### src/rtl/mtx_pkg.sv
package mtx_pkg;
    typedef enum logic [1:0] {
        ST_IDLE,
        ST_START,
        ST_DATA,
        ST_STOP
    } tx_state_e;

    localparam int MODE_ZERO_BIT = 0;
    localparam int MODE_DATA_BIT = 1;
    localparam int MODE_MARK_BIT = 2;
    localparam int MODE_BUSY_BIT = 3;
    localparam int MODE_FIELD_W  = 3;
endpackage

### src/rtl/mtx_regs.sv
module mtx_regs
    import mtx_pkg::*;
#(
    parameter int REG_W  = 16,
    parameter int CHAR_W = 8
) (
    input  logic              clk,
    input  logic              rst_n,
    input  logic              wr_en,
    input  logic              wr_sel,
    input  logic [REG_W-1:0]  wr_data,
    input  logic              fsm_busy,
    output logic              launch,
    output logic [CHAR_W-1:0] launch_char,
    output logic              abort,
    output logic              force_mark,
    output logic [REG_W-1:0]  rd_mode
);
    logic [CHAR_W-1:0]       char_q;
    logic [MODE_FIELD_W-1:0] mode_q;
    logic                    pend_q;
    logic                    pend_zero_q;
    logic                    char_wr;
    logic                    mode_wr;
    logic                    can_frame;
    logic                    unused_wr_hi;

    assign char_wr   = wr_en && !wr_sel;
    assign mode_wr   = wr_en && wr_sel;
    assign can_frame = !mode_q[MODE_MARK_BIT]
                       && (mode_q[MODE_DATA_BIT] || mode_q[MODE_ZERO_BIT]);
    assign abort     = mode_wr && wr_data[MODE_MARK_BIT];
    assign unused_wr_hi = ^wr_data[REG_W-1:CHAR_W];

    always_ff @(posedge clk) begin
        if (!rst_n) begin
            char_q <= '0;
            mode_q <= '0;
        end else begin
            if (char_wr) begin
                char_q <= wr_data[CHAR_W-1:0];
            end
            if (mode_wr) begin
                mode_q <= wr_data[MODE_FIELD_W-1:0];
            end
        end
    end

    // launch stage: one-cycle hold between the write and the frame start
    always_ff @(posedge clk) begin
        if (!rst_n) begin
            pend_q      <= 1'b0;
            pend_zero_q <= 1'b0;
        end else if (abort) begin
            pend_q      <= 1'b0;
        end else if (pend_q) begin
            pend_q      <= 1'b0;
        end else if (char_wr && can_frame && !fsm_busy) begin
            pend_q      <= 1'b1;
            pend_zero_q <= !mode_q[MODE_DATA_BIT];
        end
    end

    always_comb begin
        launch      = pend_q;
        launch_char = pend_zero_q ? '0 : char_q;
        force_mark  = mode_q[MODE_MARK_BIT];
        rd_mode     = '0;
        rd_mode[MODE_FIELD_W-1:0] = mode_q;
        rd_mode[MODE_BUSY_BIT]    = pend_q || fsm_busy;
    end
endmodule

### src/rtl/mtx_bit_timer.sv
module mtx_bit_timer #(
    parameter int CLK_DIV = 16
) (
    input  logic clk,
    input  logic rst_n,
    input  logic run,
    input  logic clear,
    output logic tick
);
    localparam int CNT_W = (CLK_DIV > 2) ? $clog2(CLK_DIV) : 1;
    localparam logic [CNT_W-1:0] CNT_LAST = CNT_W'(CLK_DIV - 1);

    logic [CNT_W-1:0] cnt_q;

    always_ff @(posedge clk) begin
        if (!rst_n) begin
            cnt_q <= '0;
        end else if (clear || !run) begin
            cnt_q <= '0;
        end else if (cnt_q == CNT_LAST) begin
            cnt_q <= '0;
        end else begin
            cnt_q <= cnt_q + 1'b1;
        end
    end

    assign tick = run && (cnt_q == CNT_LAST);
endmodule

### src/rtl/mtx_frame_fsm.sv
module mtx_frame_fsm
    import mtx_pkg::*;
#(
    parameter int CHAR_W = 8
) (
    input  logic              clk,
    input  logic              rst_n,
    input  logic              launch,
    input  logic [CHAR_W-1:0] launch_char,
    input  logic              abort,
    input  logic              tick,
    output logic              busy,
    output logic              timer_run,
    output logic              frame_tx
);
    localparam int IDX_W = (CHAR_W > 2) ? $clog2(CHAR_W) : 1;
    localparam logic [IDX_W-1:0] IDX_LAST = IDX_W'(CHAR_W - 1);

    tx_state_e         state_q, state_d;
    logic [CHAR_W-1:0] shift_q;
    logic [IDX_W-1:0]  idx_q;
    logic              last_bit;

    assign last_bit = (idx_q == IDX_LAST);

    always_comb begin
        state_d = state_q;
        if (abort) begin
            state_d = ST_IDLE;
        end else begin
            unique case (state_q)
                ST_IDLE:  if (launch) state_d = ST_START;
                ST_START: if (tick)   state_d = ST_DATA;
                ST_DATA:  if (tick && last_bit) state_d = ST_STOP;
                ST_STOP:  if (tick)   state_d = ST_IDLE;
                default:  state_d = ST_IDLE;
            endcase
        end
    end

    always_ff @(posedge clk) begin
        if (!rst_n) begin
            state_q <= ST_IDLE;
        end else begin
            state_q <= state_d;
        end
    end

    always_ff @(posedge clk) begin
        if (!rst_n) begin
            shift_q <= '0;
            idx_q   <= '0;
        end else if (state_q == ST_IDLE && launch && !abort) begin
            shift_q <= launch_char;
            idx_q   <= '0;
        end else if (state_q == ST_DATA && tick) begin
            shift_q <= shift_q >> 1;
            if (!last_bit) begin
                idx_q <= idx_q + 1'b1;
            end
        end
    end

    always_comb begin
        busy      = (state_q != ST_IDLE);
        timer_run = busy;
        unique case (state_q)
            ST_IDLE:  frame_tx = 1'b1;
            ST_START: frame_tx = 1'b0;
            ST_DATA:  frame_tx = shift_q[0];
            ST_STOP:  frame_tx = 1'b1;
            default:  frame_tx = 1'b1;
        endcase
    end
endmodule

### src/rtl/modal_serial_tx.sv
module modal_serial_tx
    import mtx_pkg::*;
#(
    parameter int REG_W   = 16,
    parameter int CHAR_W  = 8,
    parameter int CLK_DIV = 16
) (
    input  logic             clk,
    input  logic             rst_n,
    input  logic             wr_en,
    input  logic             wr_sel,
    input  logic [REG_W-1:0] wr_data,
    output logic [REG_W-1:0] rd_mode,
    output logic             tx_line
);
    logic              launch;
    logic [CHAR_W-1:0] launch_char;
    logic              abort;
    logic              force_mark;
    logic              fsm_busy;
    logic              timer_run;
    logic              tick;
    logic              frame_tx;

    mtx_regs #(.REG_W(REG_W), .CHAR_W(CHAR_W)) u_regs (
        .clk         (clk),
        .rst_n       (rst_n),
        .wr_en       (wr_en),
        .wr_sel      (wr_sel),
        .wr_data     (wr_data),
        .fsm_busy    (fsm_busy),
        .launch      (launch),
        .launch_char (launch_char),
        .abort       (abort),
        .force_mark  (force_mark),
        .rd_mode     (rd_mode)
    );

    mtx_bit_timer #(.CLK_DIV(CLK_DIV)) u_timer (
        .clk   (clk),
        .rst_n (rst_n),
        .run   (timer_run),
        .clear (launch || abort),
        .tick  (tick)
    );

    mtx_frame_fsm #(.CHAR_W(CHAR_W)) u_fsm (
        .clk         (clk),
        .rst_n       (rst_n),
        .launch      (launch),
        .launch_char (launch_char),
        .abort       (abort),
        .tick        (tick),
        .busy        (fsm_busy),
        .timer_run   (timer_run),
        .frame_tx    (frame_tx)
    );

    assign tx_line = force_mark || frame_tx;
endmodule

### config.mk
export PLATFORM = sky130hd
export DESIGN_NAME = modal_serial_tx
export DESIGN_NICKNAME = d
export VERILOG_FILES = /design/src/rtl/mtx_pkg.sv /design/src/rtl/mtx_regs.sv /design/src/rtl/mtx_bit_timer.sv /design/src/rtl/mtx_frame_fsm.sv /design/src/rtl/modal_serial_tx.sv
export SDC_FILE = /design/constraint.sdc
export NUM_CORES = 1
export LEC_CHECK = 0
export ABC_AREA = 1
export BUFFER_PORTS_ARGS = -buffer_cell sky130_fd_sc_hd__buf_4
export CORE_MARGIN = 4
export CORE_UTILIZATION = 35
export CTS_BUF_LIST = sky130_fd_sc_hd__clkbuf_8
export CTS_CLUSTER_DIAMETER = 150
export DETAILED_ROUTE_END_ITERATION = 10
export GPL_ROUTABILITY_DRIVEN = 0
export HOLD_SLACK_MARGIN = 0.15
export SETUP_SLACK_MARGIN = 0.15
export SLEW_MARGIN = 20
export SYNTH_ARGS = -nofsm -noshare
export SYNTH_HDL_FRONTEND = slang
export SYNTH_SLANG_ARGS = --single-unit
### constraint.sdc
create_clock -name clk -period 1.8 [get_ports clk]
set_input_delay 0.18 -clock clk [delete_from_list [all_inputs] [get_ports clk]]
set_output_delay 0.18 -clock clk [all_outputs]
set_load 0.005 [all_outputs]
Word level (Yosys, flattened, before mapping)
Index checks and enable logic that the tools add are counted.
{ "classes": {"bitwise_logic": 4, "n_eq_ne": 9, "add_sub_neg": 2, "muxes": 10, "reduce_logical": 32} }
{ "ops": {"columns": ["op", "count"], "rows": [
  ["$mux W8", 3],
  ["$logic_and A1 B1 Y1", 11],
  ["$mux W2", 4],
  ["$pmux W2 S4", 1],
  ["$ne A2 B1 Y1 const B", 3],
  ["$reduce_or A2 Y1", 3],
  ["$reduce_or A3 Y1", 2],
  ["$logic_not A1 Y1", 5],
  ["$logic_or A1 B1 Y1", 5],
  ["$add A4 B1 Y4 const B", 1],
  ["$eq A2 B2 Y1 const B", 2],
  ["$eq A4 B4 Y1 const B", 1],
  ["$not A1 Y1", 4],
  ["$reduce_and A4 Y1", 1],
  ["$reduce_bool A2 Y1", 2],
  ["$add A3 B1 Y3 const B", 1],
  ["$eq A3 B3 Y1 const B", 1],
  ["$pmux W1 S3", 1],
  ["$reduce_and A3 Y1", 1],
  ["$eq A2 B1 Y1 const B", 1],
  ["$logic_not A2 Y1", 1],
  ["$ne A2 B2 Y1 const B", 1],
  ["$reduce_and A2 Y1", 1],
  ["$mux W1", 1]
]} }
{ "word_totals": {"reg_bits": 30, "out_inout_bits": 17} }

Longest topological paths before layout
Gate-level depths: netlist (run 1).
{ "logic_depth": {"depth_word": 5, "depth_mapped": 10} }

Cells and area by module
Synthesis (run 1) repeated with hierarchy kept, for this count alone.
{ "hier_totals": {"cells_unflattened": 232, "area_unflattened_um2": 1715.4} }
{ "by_module_without_submodules": {"columns": ["mod", "instances", "area_per_inst_um2", "cells_each", "seq_area_each_um2"], "rows": [
  ["mtx_frame_fsm", 1, 840.8, 113, 260.2],
  ["mtx_regs", 1, 665.6, 88, 260.2],
  ["mtx_bit_timer", 1, 186.4, 25, 80.1],
  ["modal_serial_tx", 1, 22.5, 6, 0.0]
]} }

Worst setup path after synthesis (run 1)
No wires, ideal clock.
{ "synth_path": {"path_kind": "register -> register", "from": "register u_fsm.state_q[0]", "to": "register u_fsm.shift_q[0]", "path_slack_ns": 0.429, "arrival_ns": 1.305, "setup_time_ns": 0.066, "path_stages_with_launch": 11, "path_buffers": 1, "synth_period_minus_slack_ns": 1.371, "cell_sequence": "dfxtp_1 -> inv_1 -> ha_1 -> nand2_1 -> clkinv_2 -> nand2_4 -> buf_12 -> nand2_1 -> nand2_1 -> nand2_1 -> a21oi_2"} }
{ "synth_via": {"elab_chain_cells": 4} }
{ "synth_lines": {"columns": ["element", "line", "rtl"], "rows": [
  ["start: declaration", "mtx_frame_fsm.sv:19", "tx_state_e state_q, state_d;"],
  ["start signal: assignment", "mtx_frame_fsm.sv:45", "state_q <= state_d;"],
  ["$logic_not A2 Y1 or $reduce_bool A2 Y1 (tied branches)", "mtx_frame_fsm.sv:53, mtx_frame_fsm.sv:65", null],
  ["$logic_and A1 B1 Y1, on equally long branches", "mtx_frame_fsm.sv:53, mtx_bit_timer.sv:27", null],
  ["$logic_and A1 B1 Y1, on equally long branches", "mtx_frame_fsm.sv:53, mtx_frame_fsm.sv:56", null],
  ["$mux W8 or $reduce_bool A2 Y1 (tied branches)", null, null],
  ["end signal: assignment", "mtx_frame_fsm.sv:54", "shift_q <= launch_char;"],
  ["end signal: assignment", "mtx_frame_fsm.sv:57", "shift_q <= shift_q >> 1;"],
  ["end: declaration", "mtx_frame_fsm.sv:20", "logic [CHAR_W-1:0] shift_q;"]
]} }
Parallel ways exist; a longest one is shown, timed or not.
A chain may end at the register's enable or synchronous reset.

Final worst setup path (run 1)
{ "layout_path": {"from": "register u_fsm.state_q[0]", "to": "output port tx_line"} }
{ "layout_via": {"elab_chain_cells": 4} }
{ "layout_lines": {"columns": ["element", "line", "rtl"], "rows": [
  ["$eq A2 B2 Y1 or $logic_not A2 Y1 (tied branches)", "mtx_frame_fsm.sv:67", "unique case (state_q)"],
  ["$reduce_or A2 Y1 (no line)", null, null],
  ["$pmux W1 S3 *", "mtx_frame_fsm.sv:67", null],
  ["$logic_or A1 B1 Y1 *", "modal_serial_tx.sv:59", "assign tx_line = force_mark || frame_tx;"],
  ["end: declaration", "modal_serial_tx.sv:14", "output logic tx_line"]
]} }
Mark *: on every way between the ends. The rest lies on a longest branch, timed or not.

==> results.tsv, run 1 <==
metric	value	unit
I/O pin cnt	37	
first-pass GRT wire length	4950	um
synthesized area	0.00160	mm2
unrepaired setup endpoints after global routing	false	
TritonRoute pass-1 iters	2	
Antenna diodes	0	
Vias	1323	
total CTS buffers	5	
vias in the first global route	1173	
count of cell types in the netlist	28	
max-slew violations	0	
DIE WIDTH	75.6	um
Yosys reg bits	30	
drt total wl	2910	um
total die area	0.00571	mm2
most common library cell in the layout ignoring fill and taps	nand2_1	
Core ar.	0.00438	mm2
antenna violations before repair	0	
sequential element share of the synthesized area	0.376	
Routed WL per cell	10.0	um
Crit Path Category	flop to output pin	
gr usage total	0.115	
Post-Synthesis Cells	218	
Hold Vio Cnt, Final	0	
critical path capture point type	output pin	
CTS tree	done	
Leak Pwr	0.000821	uW
Remaining Overflow, GRT	0	
largest net degree at the start of global routing	21	
area delta synth->final	13.7	%
final setup vio count	0	
H-tree depth	2	
Max Fanout on Critical Path	4	
reg2reg setup slack	0.34	ns
Setup Buffers After CTS	0	
CP Launch Type	flop	
# rows	24	
setup_tns	0	ns
main area contributors after synthesis	dfxtp_1 (38%), nand2_1 (8.7%), nor2_1 (6.8%)	
ratio of final minimum period to clock period	0.867	
Min Clock Period, post-route	1.56	ns
initial core utilization	0.365	
Max Buffers Root-to-Sink	2	
R2R Path End	u_fsm.shift_q[6]	
Reg2Reg Depth	8	
HP Start	wr_data[5]	
nets@finish	265	
Critical R2R Launch	u_fsm.state_q[0]	
Endpoint, Worst Hold	u_regs.char_q[5]	
post-route total power	1680	uW
CTS clk-pin slew, worst paths	0.06	ns
Synthesis Warnings	0	
share of layout cells above drive strength 1	0.185	
drt via density	4.56	
port bufs	16	
WP data required	1.62	ns
Avg Inst Size Synth	7.34	um2
die height	75.6	um
clk root buf	clkbuf_8	
status	complete, no violations	
Sink Count	30	
number of DRC markers in iteration 0	27	
most frequent cells in the layout	nand2_1 (37), nor2_1 (29), dfxtp_1 (28)	
Clock Skew	0.00688	ns
post-synth top area cell	dfxtp_1	
MaxCap Viol Count	0	
# DRC	0	
post-DP HPWL	2160	um
fmax	641	MHz
worst min path class	input pin to flop	
Crit path arrival time	1.38	ns
pwr dens	925	mW/mm2
Synth top area share	0.376	
Clock Latency Late Sink	0.28	ns
Antenna Nets Post-Route	0	
worst vdd ir	0.393	mV
hold path depth	3	
## metrics by stage
step                      cell area [um2]  utilization  instances  hold slack [ns]  setup WS (ns)
after floorplan                      1640            -        229            0.315          0.429
after global placement               1680        0.384        279            0.408          0.244
after detailed placement             1680        0.384        279            0.410          0.245
after CTS                            1810        0.412        290            0.157          0.168
after global routing                 1820        0.415        290            0.177          0.152
final                                1820        0.415        290            0.161          0.240
## cells in the mapped netlist
cell type,count
nand3_2,1
ha_1,8
dfxtp_1,30
xor2_1,1
a21oi_2,1
buf_12,1
nand3_4,1
nor2_1,29
nand2_2,4
clkinv_2,1
clkbuf_1,1
nor2_2,2
conb_1,1
buf_2,2
a21oi_1,19
o21bai_1,1
nand3_1,18
nor3_1,2
inv_2,3
o21ai_0,8
nand3b_1,3
nand4_1,3
buf_4,13
nand2_1,37
inv_1,21
nand2_4,2
buf_6,1
o21ai_1,4
## kinds of logic (layout without fill, tap and decap cells)
kind of cell	count (synthesis)	after routing	synth area share
simple gates	102	102	0.298
compound gates	33	33	0.107
fa+ha+maj	8	8	0.0626
xor+xnor	1	1	0.00548
other cells	1	12	0.00235
flops	30	30	0.376
buf+inv	43	52	0.149
## sequential cells by signal, indices dropped and copies added, names as in the netlist
name and count:
u_regs.launch 1, u_fsm.shift_q 8, u_fsm.idx_q 3, u_timer.cnt_q 4, u_fsm.state_q 2, u_regs.char_q 8
u_regs.pend_zero_q 1, u_regs.mode_q 3
## routing by layer
| layer | GRT usage | vias to the layer above | share of wire |
|---|---|---|---|
| met2 | 0.168 | 27 | 0.42 |
| met4 | 0.0583 | 0 | 0.026 |
| li1 | - | 706 | - |
| met5 | 0 | - | 0 |
| met3 | 0.0369 | 8 | 0.053 |
| met1 | 0.151 | 582 | 0.50 |
## cell type report
class | count | area (um2)
fill | 466 | 2570
multi-input combinational | 156 | 813
sequential | 30 | 603
timing repair buffer | 19 | 150
inverter | 25 | 95.1
clock buffer | 6 | 82.6
tap | 52 | 65.1
clock inverter | 2 | 8.76
## worst max-delay path by stage
stage | start | to | slack (ns) | cells after the start
2_1_floorplan | u_fsm.state_q[0] | u_fsm.shift_q[0] | 0.43 | 10
3_3_place_gp | u_fsm.state_q[0] | u_fsm.shift_q[0] | 0.24 | 9
6_report | u_fsm.state_q[0] | tx_line | 0.24 | 6
4_1_cts | u_fsm.state_q[1] | tx_line | 0.17 | 6
3_5_place_dp | u_fsm.state_q[0] | u_fsm.shift_q[0] | 0.25 | 9
5_1_grt | u_fsm.state_q[0] | tx_line | 0.15 | 6
## worst max-delay path: stages, from the launching register on
cell      delay, ns
dfxtp_2        0.36
inv_2          0.06
ha_1           0.30
inv_2          0.06
a21oi_1        0.03
o21bai_1       0.16
buf_4          0.13
## power breakdown
part	switching, uW	internal, uW	total [uW]
combinational	228	164	392
sequential	31.2	707	738
clock	249	302	552
total	508	1170	1680
## timing repair
| item | in CTS | in global routing |
|---|---|---|
| setup endpoints to repair | 1 | 8 |
| endpoints found under the hold margin | 3 | 0 |
| resized for setup | 2 | 5 |
| pin swaps | 0 | 1 |
| hold buffers | 3 | 0 |
Note: power is estimated with default switching activity, not from simulation.
==> inputs of run 2 (changes only) <==
--- a/config.mk
+++ b/config.mk
@@ -5,15 +5,15 @@
 export SDC_FILE = /design/constraint.sdc
 export NUM_CORES = 1
 export LEC_CHECK = 0
-export ABC_AREA = 1
 export BUFFER_PORTS_ARGS = -buffer_cell sky130_fd_sc_hd__buf_4
 export CORE_MARGIN = 4
-export CORE_UTILIZATION = 35
+export CORE_UTILIZATION = 50
 export CTS_BUF_LIST = sky130_fd_sc_hd__clkbuf_8
 export CTS_CLUSTER_DIAMETER = 150
 export DETAILED_ROUTE_END_ITERATION = 10
 export GPL_ROUTABILITY_DRIVEN = 0
 export HOLD_SLACK_MARGIN = 0.15
+export PLACE_DENSITY = 0.76
 export SETUP_SLACK_MARGIN = 0.15
 export SLEW_MARGIN = 20
 export SYNTH_ARGS = -nofsm -noshare
==> run 2 against run 1 <==
  * Design area is 2.8% lower
  * Global-route usage grew 5.1 points
  * Total power decreased by 9.2%
  * Synthesized area is 8.1% lower
  * Flip-flop and latch count is the same
  * Synthesized cell count decreased by 22%
  * Utilization is 22 points higher
  * Count of clock-buffer cells in the layout down 1
  * Register-to-register slack worse by 0.09 ns
  * Cell count is 22% lower
  * Fmax down 1.9%
  * Critical path type unchanged
  * Critical endpoint unchanged
  * Largest cell class unchanged
  * Largest power group unchanged
==> results.tsv, run 2 <==
metric	value	unit
Top Registers	u_fsm.shift_q x8, u_regs.char_q x8, u_timer.cnt_q x4	
vias in the first global route	1206	
Clock Skew	0.00723	ns
Sink Count	30	
post-synth top area cell	dfxtp_1	
cell breakdown of the critical path	inv_4 -> ha_4 -> a21oi_1 -> or2_2 -> buf_6	
Worst path slowest cell	dfxtp_4	
MaxCap Viol Count	0	
Vias	1209	
reg2reg setup slack	0.25	ns
Crit path arrival time	1.41	ns
main area contributors after synthesis	dfxtp_1 (41%), nand2_1 (8.2%), a21oi_1 (7.8%)	
Slew @ Worst Pin	0.617	ns
share of layout cells above drive strength 1	0.215	
most frequent cells in the layout	nand2_1 (32), dfxtp_1 (28), a21oi_1 (23)	
total CTS buffers	5	
CP delay by family, top	flip-flops	
drt via density	5.35	
fillcell total	226	
Synth top cells by count	nand2_1 (32), dfxtp_1 (30), a21oi_1 (23)	
worst vdd ir	0.756	mV
CTS clk-pin slew, worst paths	0.06	ns
area delta synth->final	20.4	%
Hold Vio Cnt, Final	0	
Max stage delay on crit path	0.39	ns
antenna violations before repair	0	
fmax	629	MHz
status	complete, no violations	
number of DRC markers in iteration 0	23	
Synth Flop Type	dfxtp_1	
Synthesis Warnings	0	
Leak Pwr	0.000730	uW
Min Clock Period, post-route	1.59	ns
most frequent cell after synthesis	nand2_1	
DIE WIDTH	62.2	um
pwr dens	863	mW/mm2
initial core utilization	0.528	
Max Buffers Root-to-Sink	2	
Antenna diodes	0	
nets@finish	222	
max-slew violations	0	
Inst Count DP	212	
# DRC	0	
most common library cell in the layout ignoring fill and taps	nand2_1	
die height	62.2	um
total die area	0.00387	mm2
Layout Cells excl Fill	226	
count of cell types in the netlist	32	
CTS tree	done	
Post-Synthesis Cells	171	
port bufs	16	
Avg Inst Size Synth	8.59	um2
Synth top area share	0.409	
TritonRoute pass-1 iters	4	
I/O pin cnt	37	
Core ar.	0.00278	mm2
unrepaired setup endpoints after global routing	false	
sequential element share of the synthesized area	0.409	
clk root buf	clkbuf_8	
CP Launch Type	flop	
share of synthesized registers carrying an async set or reset	0	
Antenna Nets Post-Route	0	
Routed WL per cell	13.1	um
Yosys reg bits	30	
ratio of final minimum period to clock period	0.883	
critical path capture point type	output pin	
drt total wl	2960	um
Remaining Overflow, GRT	0	
Clock Latency Late Sink	0.28	ns
gr usage total	0.166	
worst min path class	input pin to flop	
first-pass GRT wire length	5110	um
H-tree depth	2	
setup_tns	0	ns
largest net degree at the start of global routing	21	
# rows	19	
post-DP HPWL	2020	um
Final Core Density	0.636	
final setup vio count	0	
Max Fanout on Critical Path	4	
slew margin rel.	0.588	
CP bufs+invs	2	
synthesized area	0.00147	mm2
Crit Path Category	flop to output pin	
EDFF count, synth	0	
WP data required	1.62	ns
[run 2: cell count changes in the layout (fill, tap and decap cells not counted), moves of 3 or more]
cell | previous run | this run
a21oi_1 | 19 | 23
a311oi_1 | 0 | 7
inv_1 | 19 | 6
inv_2 | 6 | 0
nand2_1 | 37 | 32
nand2_2 | 4 | 0
nand3_1 | 18 | 14
nand3b_1 | 3 | 0
nand4_1 | 3 | 0
nor2_1 | 29 | 6
o21ai_0 | 8 | 1
o21ai_1 | 4 | 1
[run 2: worst paths after layout]
kind              cells past startpoint                to             start
setup / recovery                      5           tx_line  u_fsm.state_q[1]
hold / removal                        3  u_regs.char_q[2]        wr_data[2]
setup reg to reg                      7  u_fsm.shift_q[5]  u_fsm.state_q[0]
hold reg to reg                       1  u_timer.cnt_q[0]  u_timer.cnt_q[0]
[run 2: cells by family after synthesis]
kind of cell,Yosys count,share of synthesized area
compound gates,38,0.166
simple gates,64,0.219
mux,1,0.00681
fa+ha+maj,8,0.0681
xor+xnor,3,0.0179
buf+inv,26,0.111
flops,30,0.409
other cells,1,0.00255
[run 2: routing by layer]
layer / global-route usage / vias to the layer above / routed length, um
met1: 0.186 / 546 / 1270
met4: 0.125 / 0 / 119
li1: - / 609 / -
met3: 0.0559 / 11 / 169
met5: 0 / - / 0
met2: 0.256 / 43 / 1400
[run 2: worst reg2reg max path: cells and delay by family, from the launching register on]
kind | cells | cell delay [ns]
AOI/OAI and AO/OA | 1 | 0.26
adders and majority gates | 1 | 0.16
buffers and inverters | 2 | 0.24
DFF | 1 | 0.35
and+or+nand+nor | 3 | 0.45
[run 2: area by class of cell]
cell class / count / area [um2] / share of cell area
Multi-Input combinational cell: 126 / 779 / 0.441
Clock buffer: 5 / 68.8 / 0.0389
Inverter: 6 / 27.5 / 0.0156
Tap cell: 31 / 38.8 / 0.0219
Timing Repair Buffer: 25 / 208 / 0.117
Clock inverter: 3 / 37.5 / 0.0212
Sequential cell: 30 / 608 / 0.344
[run 2: what timing repair did]
action / CTS / global route
buffers inserted: 1 / 0
gates resized for setup: 8 / 8
hold endpoints to repair: 5 / 0
hold buffers: 5 / 0
pin swaps: 0 / 1
endpoints found under the setup margin: 10 / 9
[run 2: where the power goes]
| group | leakage [uW] | switching [uW] | internal [uW] |
|---|---|---|---|
| Sequential | 0.000245 | 17.2 | 685 |
| Clock | 0.0000607 | 234 | 402 |
| Combinational | 0.000425 | 96.3 | 91.3 |
| Total | 0.000730 | 348 | 1180 |
[run 2: metrics by stage]
| stage | cell area (um2) | setup slack [ns] | hold WS, ns | power [uW] |
|---|---|---|---|---|
| 5_1_grt | 1770 | 0.151 | 0.157 | 1600 |
| 3_3_place_gp | 1550 | 0.160 | 0.427 | 867 |
| 3_5_place_dp | 1550 | 0.0604 | 0.438 | 873 |
| 2_1_floorplan | 1510 | 0.237 | 0.314 | 832 |
| 6_report | 1770 | 0.210 | 0.167 | 1530 |
| 4_1_cts | 1740 | 0.160 | 0.160 | 1520 |
==> inputs of run 3 (changes only) <==
--- a/config.mk
+++ b/config.mk
@@ -5,7 +5,7 @@
 export SDC_FILE = /design/constraint.sdc
 export NUM_CORES = 1
 export LEC_CHECK = 0
-export BUFFER_PORTS_ARGS = -buffer_cell sky130_fd_sc_hd__buf_4
+export BUFFER_PORTS_ARGS = -buffer_cell sky130_fd_sc_hd__clkbuf_2
 export CORE_MARGIN = 4
 export CORE_UTILIZATION = 50
 export CTS_BUF_LIST = sky130_fd_sc_hd__clkbuf_8
==> run 3 against run 2 <==
  * Worst hold slack better by 0.026 ns
  * Cell count increased by 1.3%
  * Sequential power barely moved
  * Largest cell class unchanged
  * Critical path depth grew 1
  * Die area unchanged
==> results.tsv, run 3 (synthesized netlist as in run 2, its figures left out) <==
metric	value	unit
total CTS buffers	5	
WP data required	1.62	ns
status	complete, no violations	
initial core utilization	0.528	
Top Registers	u_fsm.shift_q x8, u_regs.char_q x8, u_timer.cnt_q x4	
first-pass GRT wire length	5400	um
CTS clk-pin slew, worst paths	0.07	ns
Clock Skew	0.00595	ns
nets@finish	225	
hold path depth	3	
ratio of final minimum period to clock period	0.900	
most common library cell in the layout ignoring fill and taps	nand2_1	
critical path capture point type	output pin	
Reg2Reg Depth	6	
# DRC	0	
Core ar.	0.00278	mm2
Remaining Overflow, GRT	0	
drt total wl	3130	um
Sink Count	30	
Crit path arrival time	1.44	ns
FF+latch area	606	um2
Leak Pwr	0.000700	uW
switching share of power	0.259	
Antenna Nets Post-Route	0	
# rows	19	
vias in the first global route	1239	
Min Clock Period, post-route	1.62	ns
unrepaired setup endpoints after global routing	false	
Clk network pwr share	0.392	
Multi-input gate area	791	um2
I/O pin cnt	37	
total die area	0.00387	mm2
antenna violations before repair	0	
largest net degree at the start of global routing	21	
Clock Latency Late Sink	0.28	ns
Max Buffers Root-to-Sink	2	
CTS tree	done	
Antenna diodes	0	
DIE WIDTH	62.2	um
number of DRC markers in iteration 0	29	
worst min path class	input pin to flop	
Max Fanout on Critical Path	5	
final setup vio count	0	
TritonRoute pass-1 iters	5	
WHS	0.193	ns
max-slew violations	0	
pwr dens	827	mW/mm2
share of layout cells above drive strength 1	0.232	
fillcell total	223	
gr usage total	0.169	
die height	62.2	um
Comb power frac	0.122	
post-DP HPWL	2120	um
worst vdd ir	0.886	mV
area delta synth->final	19.1	%
P_int	1070	uW
CP Launch Type	flop	
reg2reg setup slack	0.27	ns
slew margin rel.	0.556	
Routed WL per cell	13.7	um
port bufs	16	
setup_tns	0	ns
Vias	1269	
Slew @ Worst Pin	0.666	ns
clk root buf	clkbuf_8	
most frequent cells in the layout	nand2_1 (32), dfxtp_1 (28), a21oi_1 (23)	
Flop pwr share	0.486	
switching pwr	375	uW
drt via density	5.54	
MaxCap Viol Count	0	
fmax	618	MHz
Crit Path Category	flop to output pin	
H-tree depth	2	
Hold Vio Cnt, Final	0	
[run 3: through the flow]
step	util	instance area (um2)	total power [uW]	instances	setup slack (ns)
after floorplan	-	1510	832	182	0.237
after global placement	0.543	1510	853	212	0.161
after detailed placement	0.543	1510	861	212	0.0708
after CTS	0.612	1700	1440	229	0.169
after global routing	0.629	1750	1510	229	0.133
final	0.629	1750	1450	229	0.181
[run 3: timing repair]
| action | in CTS | in global routing |
|---|---|---|
| setup buffers | 1 | 0 |
| setup endpoints to repair | 13 | 10 |
| endpoints found under the hold margin | 10 | 0 |
| hold buffers | 8 | 0 |
| gates resized for setup | 6 | 11 |
[run 3: layout make-up]
class                      instances  area share
clock buffer                       6      0.0472
sequential                        30       0.346
inverter                           6      0.0143
clock inverter                     2     0.00715
multi-input combinational        126       0.452
timing repair buffer              28       0.111
tap                               31      0.0222
[run 3: critical path, cell delays in order, from the launching register on]
cell and delay (ns):
dfxtp_4 0.37, inv_4 0.05, ha_2 0.21, nand2_1 0.09, a21oi_1 0.06, or2_2 0.26, clkbuf_2 0.11
[run 3: final timing paths]
path,end,start
setup / recovery,tx_line,u_fsm.state_q[0]
hold / removal,u_fsm.state_q[0],rst_n
setup reg to reg,u_fsm.shift_q[2],u_fsm.state_q[1]
hold reg to reg,u_regs.char_q[7],u_regs.char_q[7]
[run 3: routing by layer]
metal / vias to the layer above / share of wire / track usage
li1: 621 / - / -
met1: 597 / 0.42 / 0.194
met2: 43 / 0.51 / 0.290
met3: 8 / 0.055 / 0.0432
met4: 0 / 0.020 / 0.0786
met5: - / 0 / 0
[run 3: power groups by stage]
stage | Sequential, uW | Clock [uW] | Combinational (uW)
3_3_place_gp | 713 | 0 | 140
3_5_place_dp | 714 | 0 | 146
5_1_grt | 705 | 606 | 195
4_1_cts | 701 | 573 | 164
6_report | 703 | 567 | 177
2_1_floorplan | 711 | 0 | 122
